<file path="src/rtl/ptm_pkg.sv">
package ptm_pkg;

    localparam int ADDR_W = 4;
    localparam int N_OUT  = 2;

    localparam logic [ADDR_W-1:0] A_PROT  = 4'd0;
    localparam logic [ADDR_W-1:0] A_CMD   = 4'd1;
    localparam logic [ADDR_W-1:0] A_CTRL  = 4'd2;
    localparam logic [ADDR_W-1:0] A_CYCLE = 4'd3;
    localparam logic [ADDR_W-1:0] A_CMPA  = 4'd4;
    localparam logic [ADDR_W-1:0] A_IOCTL = 4'd6;
    localparam logic [ADDR_W-1:0] A_DUTY  = 4'd7;
    localparam logic [ADDR_W-1:0] A_STAT  = 4'd8;

    localparam logic [7:0] PROT_KEY = 8'hA5;

    typedef enum logic [1:0] {
        ACT_HOLD   = 2'd0,
        ACT_LOW    = 2'd1,
        ACT_HIGH   = 2'd2,
        ACT_TOGGLE = 2'd3
    } pin_act_e;

    typedef enum logic [1:0] {
        DUTY_CMP  = 2'd0,
        DUTY_RSV  = 2'd1,
        DUTY_ZERO = 2'd2,
        DUTY_FULL = 2'd3
    } duty_e;

    typedef struct packed {
        logic       oe;
        logic       stop_lvl;
        logic [4:0] func;
    } chan_io_t;

    // Terminal value of the prescale counter for a given code.
    function automatic logic [15:0] presc_limit(input logic [2:0] code);
        if (code > 3'd5) return 16'd1023;
        return (16'd1 << (2 * code)) - 16'd1;
    endfunction

endpackage

</file>
<file path="src/rtl/ptm_prescaler.sv">
module ptm_prescaler
    import ptm_pkg::*;
#(
    parameter int DIV_W = 10
) (
    input  logic       clk,
    input  logic       rst_n,
    input  logic       run,
    input  logic       clr,
    input  logic [2:0] code,
    output logic       tick
);

    typedef struct packed {
        logic [DIV_W-1:0] cnt;
    } pre_t;

    pre_t pre_d, pre_q;
    logic [DIV_W-1:0] lim;

    always_comb begin
        lim   = DIV_W'(presc_limit(code));
        tick  = run && (pre_q.cnt == lim);
        pre_d = pre_q;
        if (!run || clr || tick) pre_d.cnt = '0;
        else                     pre_d.cnt = pre_q.cnt + 1'b1;
    end

    always_ff @(posedge clk or negedge rst_n) begin
        if (!rst_n) pre_q <= '0;
        else        pre_q <= pre_d;
    end

    // a tick is never followed directly by another tick unless dividing by 1
    a_r2_tick_spacing: assert property (@(posedge clk) disable iff (!rst_n)
        (tick && lim != '0 && $stable(code) && !clr) |=> !tick);

endmodule

</file>
<file path="src/rtl/ptm_wave.sv">
module ptm_wave
    import ptm_pkg::*;
(
    input  logic     clk,
    input  logic     rst_n,
    input  logic     start_evt,
    input  logic     end_evt,
    input  logic     match_evt,
    input  logic     running,
    input  chan_io_t io,
    input  logic [1:0] duty,
    output logic     pin,
    output logic     pin_oe
);

    typedef struct packed {
        logic lvl;
    } wave_t;

    wave_t w_d, w_q;

    function automatic logic apply_act(input logic [1:0] act, input logic cur);
        case (pin_act_e'(act))
            ACT_LOW:    return 1'b0;
            ACT_HIGH:   return 1'b1;
            ACT_TOGGLE: return ~cur;
            default:    return cur;
        endcase
    endfunction

    always_comb begin
        w_d = w_q;
        if (start_evt)      w_d.lvl = io.func[4];
        else if (end_evt)   w_d.lvl = apply_act(io.func[3:2], w_q.lvl);
        else if (match_evt) w_d.lvl = apply_act(io.func[1:0], w_q.lvl);

        pin_oe = io.oe;
        if (!io.oe)        pin = 1'b0;
        else if (!running) pin = io.stop_lvl;
        else begin
            case (duty_e'(duty))
                DUTY_ZERO: pin = 1'b0;
                DUTY_FULL: pin = 1'b1;
                default:   pin = w_q.lvl;
            endcase
        end
    end

    always_ff @(posedge clk or negedge rst_n) begin
        if (!rst_n) w_q <= '0;
        else        w_q <= w_d;
    end

    // cycle-end action "low" leaves the output state low
    a_r3_end_low: assert property (@(posedge clk) disable iff (!rst_n)
        (end_evt && !start_evt && io.func[3:2] == 2'(ACT_LOW)) |=> !w_q.lvl);

    // a lone compare match with action "high" leaves the output state high
    a_r3_match_high: assert property (@(posedge clk) disable iff (!rst_n)
        (match_evt && !end_evt && !start_evt && io.func[1:0] == 2'(ACT_HIGH)) |=> w_q.lvl);

endmodule

</file>
<file path="src/rtl/ptm_saw_timer.sv">
module ptm_saw_timer
    import ptm_pkg::*;
#(
    parameter int CNT_W = 16,
    parameter int DIV_W = 10
) (
    input  logic             clk,
    input  logic             rst_n,
    input  logic             wr_en,
    input  logic [3:0]       wr_addr,
    input  logic [CNT_W-1:0] wr_data,
    output logic             out_a,
    output logic             out_b,
    output logic             oe_a,
    output logic             oe_b,
    output logic [CNT_W-1:0] count_o,
    output logic             running_o,
    output logic             flag_cmp_a,
    output logic             flag_cmp_b,
    output logic             flag_ovf
);

    localparam int FLG_W = N_OUT + 1;

    typedef struct packed {
        logic                        run;
        logic                        wp;
        logic                        one_shot;
        logic [2:0]                  presc;
        logic [CNT_W-1:0]            cnt;
        logic [CNT_W-1:0]            cyc_sh;
        logic [CNT_W-1:0]            cyc_act;
        logic [N_OUT-1:0][CNT_W-1:0] cmp_sh;
        logic [N_OUT-1:0][CNT_W-1:0] cmp_act;
        chan_io_t [N_OUT-1:0]        io;
        logic [N_OUT-1:0][1:0]       duty;
        logic [FLG_W-1:0]            flg;
    } tmr_t;

    tmr_t q, d;

    logic             tick, cyc_end, cmd_wr, cmd_clr, open_wr, start_evt;
    logic [N_OUT-1:0] match, pin, pin_oe;
    logic [FLG_W-1:0] flg_set;

    ptm_prescaler #(.DIV_W(DIV_W)) u_pre (
        .clk  (clk),
        .rst_n(rst_n),
        .run  (q.run),
        .clr  (cmd_clr),
        .code (q.presc),
        .tick (tick)
    );

    always_comb begin
        d       = q;
        cmd_wr  = wr_en && (wr_addr == A_CMD);
        cmd_clr = cmd_wr && wr_data[2];
        open_wr = wr_en && !q.wp;
        cyc_end = tick && (q.cnt == q.cyc_act);
        for (int i = 0; i < N_OUT; i++) match[i] = tick && (q.cnt == q.cmp_act[i]);
        flg_set = {cyc_end, match};

        // counter and one-shot halt
        if (cyc_end) begin
            d.cnt = '0;
            if (q.one_shot) d.run = 1'b0;
        end else if (tick) begin
            d.cnt = q.cnt + 1'b1;
        end

        // active values follow the shadows at a wrap or while halted
        if (!q.run || cyc_end) begin
            d.cyc_act = q.cyc_sh;
            d.cmp_act = q.cmp_sh;
        end

        // register writes
        if (wr_en && wr_addr == A_PROT && wr_data[15:8] == PROT_KEY) d.wp = wr_data[0];
        if (open_wr && wr_addr == A_CTRL) begin
            d.run      = wr_data[0];
            d.one_shot = wr_data[4];
            d.presc    = wr_data[10:8];
        end
        if (open_wr && wr_addr == A_CYCLE) d.cyc_sh = wr_data;
        for (int i = 0; i < N_OUT; i++) begin
            if (open_wr && wr_addr == A_CMPA + 4'(i)) d.cmp_sh[i] = wr_data;
            if (open_wr && wr_addr == A_IOCTL)        d.io[i]     = chan_io_t'(wr_data[8*i +: 7]);
            if (open_wr && wr_addr == A_DUTY)         d.duty[i]   = wr_data[2*i +: 2];
        end
        if (wr_en && wr_addr == A_STAT) d.flg = q.flg & wr_data[FLG_W-1:0];
        d.flg = d.flg | flg_set;

        // software commands
        if (cmd_wr) begin
            if (wr_data[2]) d.cnt = '0;
            if (wr_data[0]) d.run = 1'b1;
            if (wr_data[1]) d.run = 1'b0;
        end

        start_evt = d.run && !q.run;
    end

    always_ff @(posedge clk or negedge rst_n) begin
        if (!rst_n) q <= '0;
        else        q <= d;
    end

    for (genvar g = 0; g < N_OUT; g++) begin : g_out
        ptm_wave u_wave (
            .clk      (clk),
            .rst_n    (rst_n),
            .start_evt(start_evt),
            .end_evt  (cyc_end),
            .match_evt(match[g]),
            .running  (q.run),
            .io       (q.io[g]),
            .duty     (q.duty[g]),
            .pin      (pin[g]),
            .pin_oe   (pin_oe[g])
        );
    end

    assign out_a      = pin[0];
    assign out_b      = pin[1];
    assign oe_a       = pin_oe[0];
    assign oe_b       = pin_oe[1];
    assign count_o    = q.cnt;
    assign running_o  = q.run;
    assign flag_cmp_a = q.flg[0];
    assign flag_cmp_b = q.flg[1];
    assign flag_ovf   = q.flg[FLG_W-1];

    // a cycle-end tick returns the count to 0 and raises overflow
    a_r6_wrap: assert property (@(posedge clk) disable iff (!rst_n)
        (q.run && tick && q.cnt == q.cyc_act && !wr_en) |=> (q.cnt == '0 && flag_ovf));

    // a flag holds until a status write
    a_r7_flag_sticky: assert property (@(posedge clk) disable iff (!rst_n)
        (flag_cmp_a && !(wr_en && wr_addr == A_STAT)) |=> flag_cmp_a);

    // a protected cycle write leaves the stored cycle unchanged
    a_r8_protect: assert property (@(posedge clk) disable iff (!rst_n)
        (q.wp && wr_en && wr_addr == A_CYCLE) |=> $stable(q.cyc_sh));

    // a one-shot cycle end halts the counter
    a_r9_oneshot_halt: assert property (@(posedge clk) disable iff (!rst_n)
        (q.run && q.one_shot && tick && q.cnt == q.cyc_act && !wr_en) |=> !running_o);

endmodule

</file>
<file path="config.mk">
export PLATFORM = sky130hd
export DESIGN_NAME = ptm_saw_timer
export DESIGN_NICKNAME = d
export VERILOG_FILES = /design/src/rtl/ptm_pkg.sv /design/src/rtl/ptm_prescaler.sv /design/src/rtl/ptm_wave.sv /design/src/rtl/ptm_saw_timer.sv
export SDC_FILE = /design/constraint.sdc
export NUM_CORES = 1
export LEC_CHECK = 0
export BUFFER_PORTS_ARGS = -buffer_cell sky130_fd_sc_hd__buf_2
export CORE_ASPECT_RATIO = 1.5
export CORE_MARGIN = 4
export CORE_UTILIZATION = 25
export CTS_CLUSTER_DIAMETER = 40
export DETAILED_ROUTE_END_ITERATION = 10
export GPL_TIMING_DRIVEN = 1
export PLACE_DENSITY = 0.52
export REMOVE_ABC_BUFFERS = 1
export SYNTH_ARGS = -nofsm -noshare
export SYNTH_HDL_FRONTEND = slang
export SYNTH_SLANG_ARGS = --single-unit
</file>
<file path="constraint.sdc">
create_clock -name clk -period 3 [get_ports clk]
set_clock_uncertainty 0.15 [all_clocks]
set_input_delay 0.3 -clock clk [delete_from_list [all_inputs] [get_ports clk]]
set_output_delay 0.3 -clock clk [all_outputs]
set_load 0.01 [all_outputs]
</file>
==> metrics.md, run 1 <==
| Metric | Value |
|---|---|
| Gpl congestion | `0.761` |
| Die Footprint | `0.0317 mm²` |
| Fin. max-slew vios | `0` |
| Synth Flop Type | `dfrtp_1` |
| Seq cells post-synth | `151` |
| GRT Total Usage | `11.7%` |
| DP HPWL | `12700 µm` |
| Largest net degree at the start of global routing | `72` |
| Port Buffers | `46` |
| Vias | `4303` |
| DR DRC count | `0` |
| Antenna cell count | `0` |
| Syn Inst Count | `568` |
| Slowest stage delay, CP | `0.47 ns` |
| Min Tclk post-route | `2.58 ns` |
| Finish-stage setup viols | `0` |
| CTS resizes | `0` |
| Max-Cap Viols | `0` |
| Final period utilization | `86.1%` |
| Critical path data arrival time | `2.75 ns` |
| Total Wirelength | `17700 µm` |
| Hold-fix buffer count after cts | `3` |
| Unrepaired setup endpoints after global routing | `false` |
| Via density | `4.30` |
| Pre-CTS WS | `0.397 ns` |
| Clock latency on the worst-skew pair | `0.43 ns` |
| Slew HR | `42.6%` |
| NumNets Final | `632` |
| Chip width | `147 µm` |
| CTS tree | `done` |
| Adder-cell area share of the yosys netlist | `1.04%` |
| Slowest CP cell | `dfrtp_1` |
| Die extent in y | `216 µm` |
| Mux cell area share after synthesis | `19.9%` |
| Post-synth cell types | `53` |
| Post-DRT Antenna Nets | `0` |
| Fraction of synthesized cell area in xor and xnor cells | `8.37%` |
| Final worst slack | `0.417 ns` |
| Root buffer cell | `clkbuf_16` |
| Critical Path RT | `3.16 ns` |
| Final setup TNS | `0 ns` |
| Maximum root-to-sink buffer count | `2` |
| Crit path kind | `flip-flop to flip-flop` |
| Number of enable flip-flop cells after synthesis | `0` |
| First-pass GRT wire length | `28000 µm` |
| Layout cells sized above 1 | `35.0%` |
| Area Growth Syn to Fin | `16.4%` |
| YS warnings | `0` |
| Crit-path cells | `nor4_1 -> o221ai_1 -> nor4_4 -> nand2_4 -> nand2_4 -> buf_4 -> mux2_2` |
| GR Overflow Total | `0` |
| Delay-heaviest family, CP | `simple AND/OR/NAND/NOR gates` |
| H-tree Lvls | `4` |
| CP most frequent cell | `nand2_4` |
| Final std cells w/o fill | `1000` |
| Synth Area per Inst | `12.7 µm²` |
| CP max FO | `17` |
| Iter 0 DRT Violations | `206` |
| Max Fclk | `0.387 GHz` |
| Final Hold Viols | `0` |
| Least-Margin Pin Slew | `0.853 ns` |
| Part of the Yosys area used for sequential elements | `52.3%` |
| Pwr dens | `814 mW/mm²` |
| Synthesized area | `0.00722 mm²` |
| DRT Pass-1 Iters | `4` |
| Post-CTS Setup Inserts | `0` |
| Critical Path Sink Type | `flip-flop` |
| Hold Path Class | `input port to flip-flop` |
| Initial antenna violation count | `0` |
| Synth Area in Compound Gates | `2.77%` |
| CTS clk-pin slew, worst paths | `0.06 ns` |
| Simple-gate share of the synthesized area | `10.7%` |
| Initial Util | `25.6%` |
| Sink Count | `151` |
| P_leak | `3.71 nW` |
| Core area | `0.0282 mm²` |
| Worst IR Drop VDD | `0.417 mV` |
| Worst Path Buf+Inv | `1` |
| Row cnt | `75` |
| Run status | `completed` |
| Cts bufs inserted | `17` |
| Critical Path Source Type | `flip-flop` |
| Vias in the first global route | `4646` |
| Main combinational cell family by area after synthesis | `multiplexers` |
| Placed cells | `966` |
| Post-synth ARST share | `100%` |
| Num ports | `47` |
| Wire length per cell | `17.7 µm` |
==> routing by layer <==
layer  wire (µm)  vias up  share of wire [%]  track usage [%]
met4         332        0                1.9             3.89
li1            -     2038                  -                -
met1        7250     2186                 41             13.5
met5           0        -                  0                0
met3         472       18                2.7             2.65
met2        9610       61                 54             21.1
==> cells by family after synthesis <==
group / Yosys count
AOI/OAI and AO/OA: 29
xor gates and xnor gates: 69
adders and majority gates: 6
buffers and inverters: 54
DFF: 151
muxes: 121
and+or+nand+nor: 138
==> worst register-to-register path: cells and delay by family, from the launching register on <==
family	cells	cell delay, ns
buffers and inverters	1	0.28
and+or+nand+nor	4	0.96
AOI/OAI and AO/OA	1	0.24
muxes	1	0.38
DFF	1	0.47
==> where the power goes <==
part	leakage, nW	internal, mW	switching, mW
clock	0.293	1.41	0.854
combinational	1.52	0.905	0.707
sequential	1.90	2.57	0.391
==> synth_stat cells, types with 2 or more instances <==
cell / instances / area [µm²]
buf_4: 18 / 135
and3_1: 3 / 18.8
nor3_1: 2 / 10.0
ha_1: 6 / 75.1
nand3_1: 6 / 30.0
nand2_1: 31 / 116
nor3b_1: 3 / 22.5
clkbuf_1: 18 / 67.6
nand3b_1: 2 / 15.0
nor2_1: 32 / 120
o21ai_0: 8 / 40.0
nand4_1: 25 / 156
or3_1: 2 / 12.5
buf_6: 3 / 33.8
buf_12: 3 / 60.1
nand2_4: 2 / 22.5
buf_2: 4 / 20.0
o221ai_1: 2 / 17.5
inv_1: 5 / 18.8
mux2_2: 96 / 1080
mux2i_1: 4 / 40.0
and2_1: 7 / 43.8
xnor2_1: 51 / 447
nand2b_1: 2 / 12.5
xor2_1: 18 / 158
a21oi_1: 6 / 30.0
nor4_1: 4 / 25.0
nor4bb_1: 3 / 30.0
clkbuf_2: 3 / 15.0
mux2_4: 21 / 315
dfrtp_1: 151 / 3780
o211a_1: 3 / 30.0
o211ai_1: 2 / 15.0
and4_1: 3 / 26.3
==> flip-flops by register name (all words and copies together) (netlist names) <==
signal / cells
running_o: 1
flag_ovf: 1
q: 119
flag_cmp_a: 1
flag_cmp_b: 1
g_out.u_wave.w_q: 2
count_o: 16
u_pre.pre_q: 10
==> worst paths after layout <==
kind	cells past startpoint	endpoint	from	slack, ns
hold reg to reg	1	u_pre.pre_q[0]	u_pre.pre_q[0]	0.33
max in group asynchronous	3	count_o[2]	rst_n	1.63
min in group asynchronous	2	g_out[0].u_wave.w_q	rst_n	0.24
hold / removal	3	q[133]	wr_data[8]	0.01
setup / recovery	7	q[26]	q[135]	0.42
setup reg to reg	7	q[26]	q[135]	0.42
==> through the flow <==
stage	cell area, µm²	total power [mW]	hold slack (ns)	util (%)
final	8400	6.84	0.0142	29.7
after global placement	7750	4.61	0.134	27.4
after CTS	8400	6.95	0.0116	29.7
after detailed placement	7750	4.64	0.130	27.4
after floorplan	6890	4.06	-0.146	-
after global routing	8400	7.20	0.0199	29.7
==> layout make-up <==
class,instances,area [µm²]
Fill cell,2898,19800
Clock buffer,20,447
Inverter,5,18.8
Clock inverter,11,174
Timing Repair Buffer,65,412
Sequential cell,151,3780
Tap cell,385,482
Multi-Input combinational cell,363,3090
==> placed cells by master, fill, tap and decap left out, types with 3 or more instances in the layout <==
master | synthesis | routed
buf_2 | 4 | 45
mux2i_1 | 4 | 4
buf_4 | 18 | 14
o21ai_0 | 8 | 8
mux2_4 | 21 | 21
dfrtp_1 | 151 | 151
a21oi_1 | 6 | 6
nor4bb_1 | 3 | 3
nand4_1 | 25 | 25
nor2_1 | 32 | 32
ha_1 | 6 | 6
and2_1 | 7 | 7
and3_1 | 3 | 3
and4_1 | 3 | 3
nor4_1 | 4 | 4
nand2_1 | 31 | 31
xor2_1 | 18 | 18
inv_1 | 5 | 5
mux2_2 | 96 | 96
dlygate4sd3_1 | 0 | 3
clkbuf_16 | 0 | 17
bufinv_16 | 0 | 4
xnor2_1 | 51 | 51
o211a_1 | 3 | 3
clkinvlp_4 | 0 | 3
nor3b_1 | 3 | 3
nand3_1 | 6 | 6
(Power assumes the default switching activity.)
==> inputs of run 2 (changes only) <==
--- a/config.mk
+++ b/config.mk
@@ -6,7 +6,6 @@
 export NUM_CORES = 1
 export LEC_CHECK = 0
 export BUFFER_PORTS_ARGS = -buffer_cell sky130_fd_sc_hd__buf_2
-export CORE_ASPECT_RATIO = 1.5
 export CORE_MARGIN = 4
 export CORE_UTILIZATION = 25
 export CTS_CLUSTER_DIAMETER = 40
==> metrics.md, run 2 (same netlist as run 1, synthesis figures left out) <==
| Metric | Value |
|---|---|
| Least-Margin Pin Slew | `0.762 ns` |
| P_leak | `3.71 nW` |
| Crit path from | `count_o[6]` |
| Sink Count | `151` |
| NumNets Final | `634` |
| Critical Path RT | `3.15 ns` |
| Finish-stage setup viols | `0` |
| Vias | `4360` |
| Slew HR | `48.8%` |
| Most common cell after layout, fill and taps aside | `dfrtp_1` |
| Most frequent cells in the layout | `151 x dfrtp_1, 96 x mux2_2, 51 x xnor2_1, 45 x buf_2, 32 x nor2_1` |
| Final hold slack | `0.0120 ns` |
| Max Fclk | `0.386 GHz` |
| Initial antenna violation count | `0` |
| Vias in the first global route | `4454` |
| CTS clk-pin slew, worst paths | `0.06 ns` |
| DRT Pass-1 Iters | `6` |
| CP max FO | `16` |
| DR DRC count | `0` |
| Pwr dens | `798 mW/mm²` |
| DP HPWL | `12200 µm` |
| Max-Cap Viols | `0` |
| Layout fillers | `2895` |
| Largest net degree at the start of global routing | `59` |
| Wire length per cell | `17.1 µm` |
| Critical Path Sink Type | `flip-flop` |
| Via density | `4.38` |
| Hold Path Class | `input port to flip-flop` |
| GR Overflow Total | `0` |
| Slowest stage delay, CP | `0.62 ns` |
| Top reg by flops | `q` |
| H-tree Lvls | `4` |
| CTS tree | `done` |
| Num ports | `47` |
| GRT Total Usage | `11.4%` |
| Total Wirelength | `17100 µm` |
| Critical Path Source Type | `flip-flop` |
| Min Tclk post-route | `2.59 ns` |
| Die extent in y | `178 µm` |
| Iter 0 DRT Violations | `244` |
| First-pass GRT wire length | `27000 µm` |
| Gpl congestion | `0.805` |
| Unrepaired setup endpoints after global routing | `false` |
| Max reg flops | `119` |
| CP most frequent cell | `nand2_4` |
| Chip width | `178 µm` |
| Post-DRT Antenna Nets | `0` |
| Maximum root-to-sink buffer count | `2` |
| Root buffer cell | `clkbuf_16` |
| Row cnt | `61` |
| Fin. max-slew vios | `0` |
| Initial Util | `25.6%` |
| Die Footprint | `0.0317 mm²` |
| Critical R2R Launch | `count_o[6]` |
| Hold_sp | `wr_data[4]` |
| Port Buffers | `46` |
| Antenna cell count | `0` |
| Crit path kind | `flip-flop to flip-flop` |
| Run status | `completed` |
| Cts bufs inserted | `17` |
| Critical path data arrival time | `2.74 ns` |
| Layout cells sized above 1 | `35.7%` |
| Final setup TNS | `0 ns` |
| Area Growth Syn to Fin | `16.0%` |
| Clock latency on the worst-skew pair | `0.42 ns` |
| Worst IR Drop VDD | `0.423 mV` |
| Slowest CP cell | `dfrtp_1` |
| Final Hold Viols | `0` |
| Crit-path cells | `xnor2_1 -> nand4_1 -> nor4_2 -> nand2_4 -> nand2_4 -> buf_4 -> mux2_2` |
| Core area | `0.0282 mm²` |
| Final period utilization | `86.3%` |
run 2: cell count changes in the layout (fill, tap and decap cells not counted), sizes merged:
cell / before / now
bufinv: 4 / 2
dlygate4sd3: 3 / 2
clkinv: 3 / 5
buf: 62 / 65
run 2: area by class of cell:
type	count	area, µm²	share of cell area [%]
clock buffers	20	467	5.57
inverters	5	18.8	0.224
flip-flops and latches	151	3780	45.1
multi-input cells	363	3090	36.9
clock inverters	11	124	1.48
well taps	378	473	5.65
repair buffers	67	424	5.06
run 2: path summary, 6_finish.rpt:
check | end | slack (ns) | cells past startpoint
worst max register to register | q[24] | 0.41 | 7
worst min register to register | u_pre.pre_q[0] | 0.33 | 1
min in group asynchronous | flag_ovf | 0.27 | 2
worst max-delay path | q[24] | 0.41 | 7
max in group asynchronous | q[68] | 1.70 | 3
worst min-delay path | q[136] | 0.01 | 3
run 2: layer usage:
layer	wire, µm	vias to the layer above	track usage (%)	share of wire [%]
li1	-	2044	-	-
met1	8290	2235	15.9	49
met2	8050	66	17.9	47
met3	527	15	2.22	3.1
met4	198	0	3.29	1.2
met5	0	-	0	0
run 2: timing repair:
action                    4_1_cts  5_1_grt
hold buffers                    2        0
hold endpoints to repair       58        0
gates resized for setup         0        0
buffers inserted                0        0
run 2: stage by stage:
stage	power [mW]	cell area (µm²)	cells	setup WS (ns)	utilization [%]
after global placement	4.59	7760	962	0.408	27.6
final	6.68	8380	995	0.411	29.7
after CTS	6.78	8380	995	0.348	29.7
after global routing	7.08	8380	995	0.275	29.7
after detailed placement	4.62	7760	962	0.362	27.6
after floorplan	4.06	6890	519	0.0329	-
run 2: where the power goes:
group	switching, mW	internal, mW	total [mW]
clock network	0.839	1.29	2.13
registers	0.382	2.57	2.96
logic	0.696	0.907	1.60
total	1.92	4.77	6.68
run 2: worst max-delay path, delay by kind of cell, from the launching register on:
family	cells	cell delay, ns
XOR/XNOR	1	0.17
flip-flops	1	0.62
multiplexers	1	0.37
AND/OR/NAND/NOR	4	0.88
buffers and inverters	1	0.27
==> inputs of run 3 (changes only) <==
--- a/config.mk
+++ b/config.mk
@@ -7,11 +7,11 @@
 export LEC_CHECK = 0
 export BUFFER_PORTS_ARGS = -buffer_cell sky130_fd_sc_hd__buf_2
 export CORE_MARGIN = 4
-export CORE_UTILIZATION = 25
+export CORE_UTILIZATION = 55
 export CTS_CLUSTER_DIAMETER = 40
 export DETAILED_ROUTE_END_ITERATION = 10
 export GPL_TIMING_DRIVEN = 1
-export PLACE_DENSITY = 0.52
+export PLACE_DENSITY = 0.85
 export REMOVE_ABC_BUFFERS = 1
 export SYNTH_ARGS = -nofsm -noshare
 export SYNTH_HDL_FRONTEND = slang
==> constraint.sdc (replaced) <==
create_clock -name clk -period 2.7 [get_ports clk]
set_clock_uncertainty 0.15 [all_clocks]
set_input_delay 0.27 -clock clk [delete_from_list [all_inputs] [get_ports clk]]
set_output_delay 0.27 -clock clk [all_outputs]
set_load 0.01 [all_outputs]
==> metrics.md, run 3 (same netlist as run 1, synthesis figures left out) <==
| Metric | Value |
|---|---|
| Via density | `5.93` |
| Fin. max-slew vios | `0` |
| Worst Path Buf+Inv | `1` |
| Least-Margin Pin Slew | `0.802 ns` |
| CP max FO | `20` |
| CTS clk-pin slew, worst paths | `0.06 ns` |
| Clock latency on the worst-skew pair | `0.42 ns` |
| Slew HR | `46.0%` |
| Layout cells sized above 1 | `36.3%` |
| Most common cell after layout, fill and taps aside | `dfrtp_1` |
| Total Wirelength | `16600 µm` |
| Num ports | `47` |
| Max Fclk | `0.403 GHz` |
| Hold_sp | `wr_data[6]` |
| Die extent in y | `123 µm` |
| Sink Count | `151` |
| Row cnt | `41` |
| Post-DRT Antenna Nets | `0` |
| Tot Pwr | `7.54 mW` |
| Final std cells w/o fill | `800` |
| Pre-CTS WS | `0.180 ns` |
| Die Footprint | `0.0150 mm²` |
| Maximum root-to-sink buffer count | `2` |
| Wire length per cell | `20.8 µm` |
| Multi-input logic area | `0.00310 mm²` |
| Vias | `4740` |
| Critical path data arrival time | `2.68 ns` |
| P_leak | `3.77 nW` |
| Root buffer cell | `clkbuf_16` |
| Placed cells | `763` |
| Initial Util | `56.7%` |
| Critical Path Sink Type | `flip-flop` |
| Worst IR Drop VDD | `0.581 mV` |
| Area Growth Syn to Fin | `13.9%` |
| Crit path kind | `flip-flop to flip-flop` |
| Critical Path Source Type | `flip-flop` |
| Max reg flops | `119` |
| Port Buffers | `46` |
| Crit-path cells | `a21oi_2 -> mux2_4 -> nor4_4 -> buf_6 -> nand3_2 -> or3_1 -> a21oi_1` |
| Post-CTS Setup Inserts | `0` |
| GRT Total Usage | `24.1%` |
| Final instance area | `0.00822 mm²` |
| Run status | `completed` |
| Hold Path Class | `input port to flip-flop` |
| Pwr dens | `917 mW/mm²` |
| Layout fillers | `940` |
| Finish-stage setup viols | `0` |
| Largest net degree at the start of global routing | `71` |
| Vias in the first global route | `5025` |
| DP HPWL | `11100 µm` |
| Max-Cap Viols | `0` |
| Flop-to-flop setup slack | `0.22 ns` |
| Chip width | `123 µm` |
| Delay-heaviest family, CP | `simple AND/OR/NAND/NOR gates` |
| First-pass GRT wire length | `27100 µm` |
| Final Hold Viols | `0` |
| DRT Pass-1 Iters | `6` |
| Slowest stage delay, CP | `0.47 ns` |
| Critical Path RT | `2.90 ns` |
| Most frequent cells in the layout | `151 x dfrtp_1, 96 x mux2_2, 51 x xnor2_1, 45 x buf_2, 32 x nor2_1` |
| Slowest CP cell | `dfrtp_1` |
| Sequential Area | `0.00378 mm²` |
| Crit path from | `q[135]` |
| Final worst slack | `0.216 ns` |
| Core area | `0.0127 mm²` |
| H-tree Lvls | `4` |
| CTS tree | `done` |
| Final period utilization | `92.0%` |
| Antenna cell count | `0` |
| Iter 0 DRT Violations | `349` |
| DR DRC count | `0` |
| Min Tclk post-route | `2.48 ns` |
| Top reg by flops | `q` |
| Critical R2R Launch | `q[135]` |
| Initial antenna violation count | `1` |
| Gpl congestion | `0.901` |
| Unrepaired setup endpoints after global routing | `false` |
| Utilization after layout | `64.6%` |
| NumNets Final | `644` |
| GR Overflow Total | `0` |
| Cell Area, Placed | `0.00757 mm²` |
| Cts bufs inserted | `17` |
==> run 3: cell types whose count changed in the layout (fill, tap and decap cells not counted), moves of 2 or more <==
cell	change
buf_4	+5
dlygate4sd3_1	+3
inv_6	+3
clkbuf_8	-2
==> run 3: metal layers <==
metal | wire (µm) | vias up | GRT usage [%]
met3 | 839 | 61 | 4.93
met2 | 8200 | 183 | 39.3
li1 | - | 2069 | -
met4 | 665 | 2 | 12.1
met5 | 17 | - | 0
met1 | 6910 | 2425 | 30.7
==> run 3: worst paths after layout <==
check / to / cells past startpoint
max reg2reg: count_o[13] / 7
max: count_o[13] / 7
min in group asynchronous: q[3] / 2
min: q[13] / 2
min reg2reg: u_pre.pre_q[0] / 1
max in group asynchronous: q[104] / 3
==> run 3: stage by stage <==
step,hold WS [ns],TNS [ns]
global route,0.000914,0
floorplan,-0.176,-11.83
CTS,0.00287,0
global placement,0.166,0
detailed placement,0.165,0
finish,0.00118,0
==> run 3: where the power goes <==
group | leakage (nW) | switching [mW] | total [mW] | internal (mW)
logic | 1.59 | 0.849 | 1.88 | 1.03
clock network | 0.287 | 0.950 | 2.34 | 1.39
registers | 1.90 | 0.462 | 3.32 | 2.86
total | 3.77 | 2.26 | 7.54 | 5.28
==> run 3: repair_timing <==
action                                  in CTS  in global routing
hold buffers                                 5                  0
endpoints found under the setup margin       0                  2
hold endpoints to repair                    76                  0
gates resized for setup                      0                  2
==> run 3: cell type report <==
type	instances	area share [%]
flip-flops and latches	151	46.0
multi-input cells	363	37.7
repair buffers	77	6.36
clock buffers	18	5.34
well taps	172	2.62
clock inverters	14	1.80
inverters	5	0.228
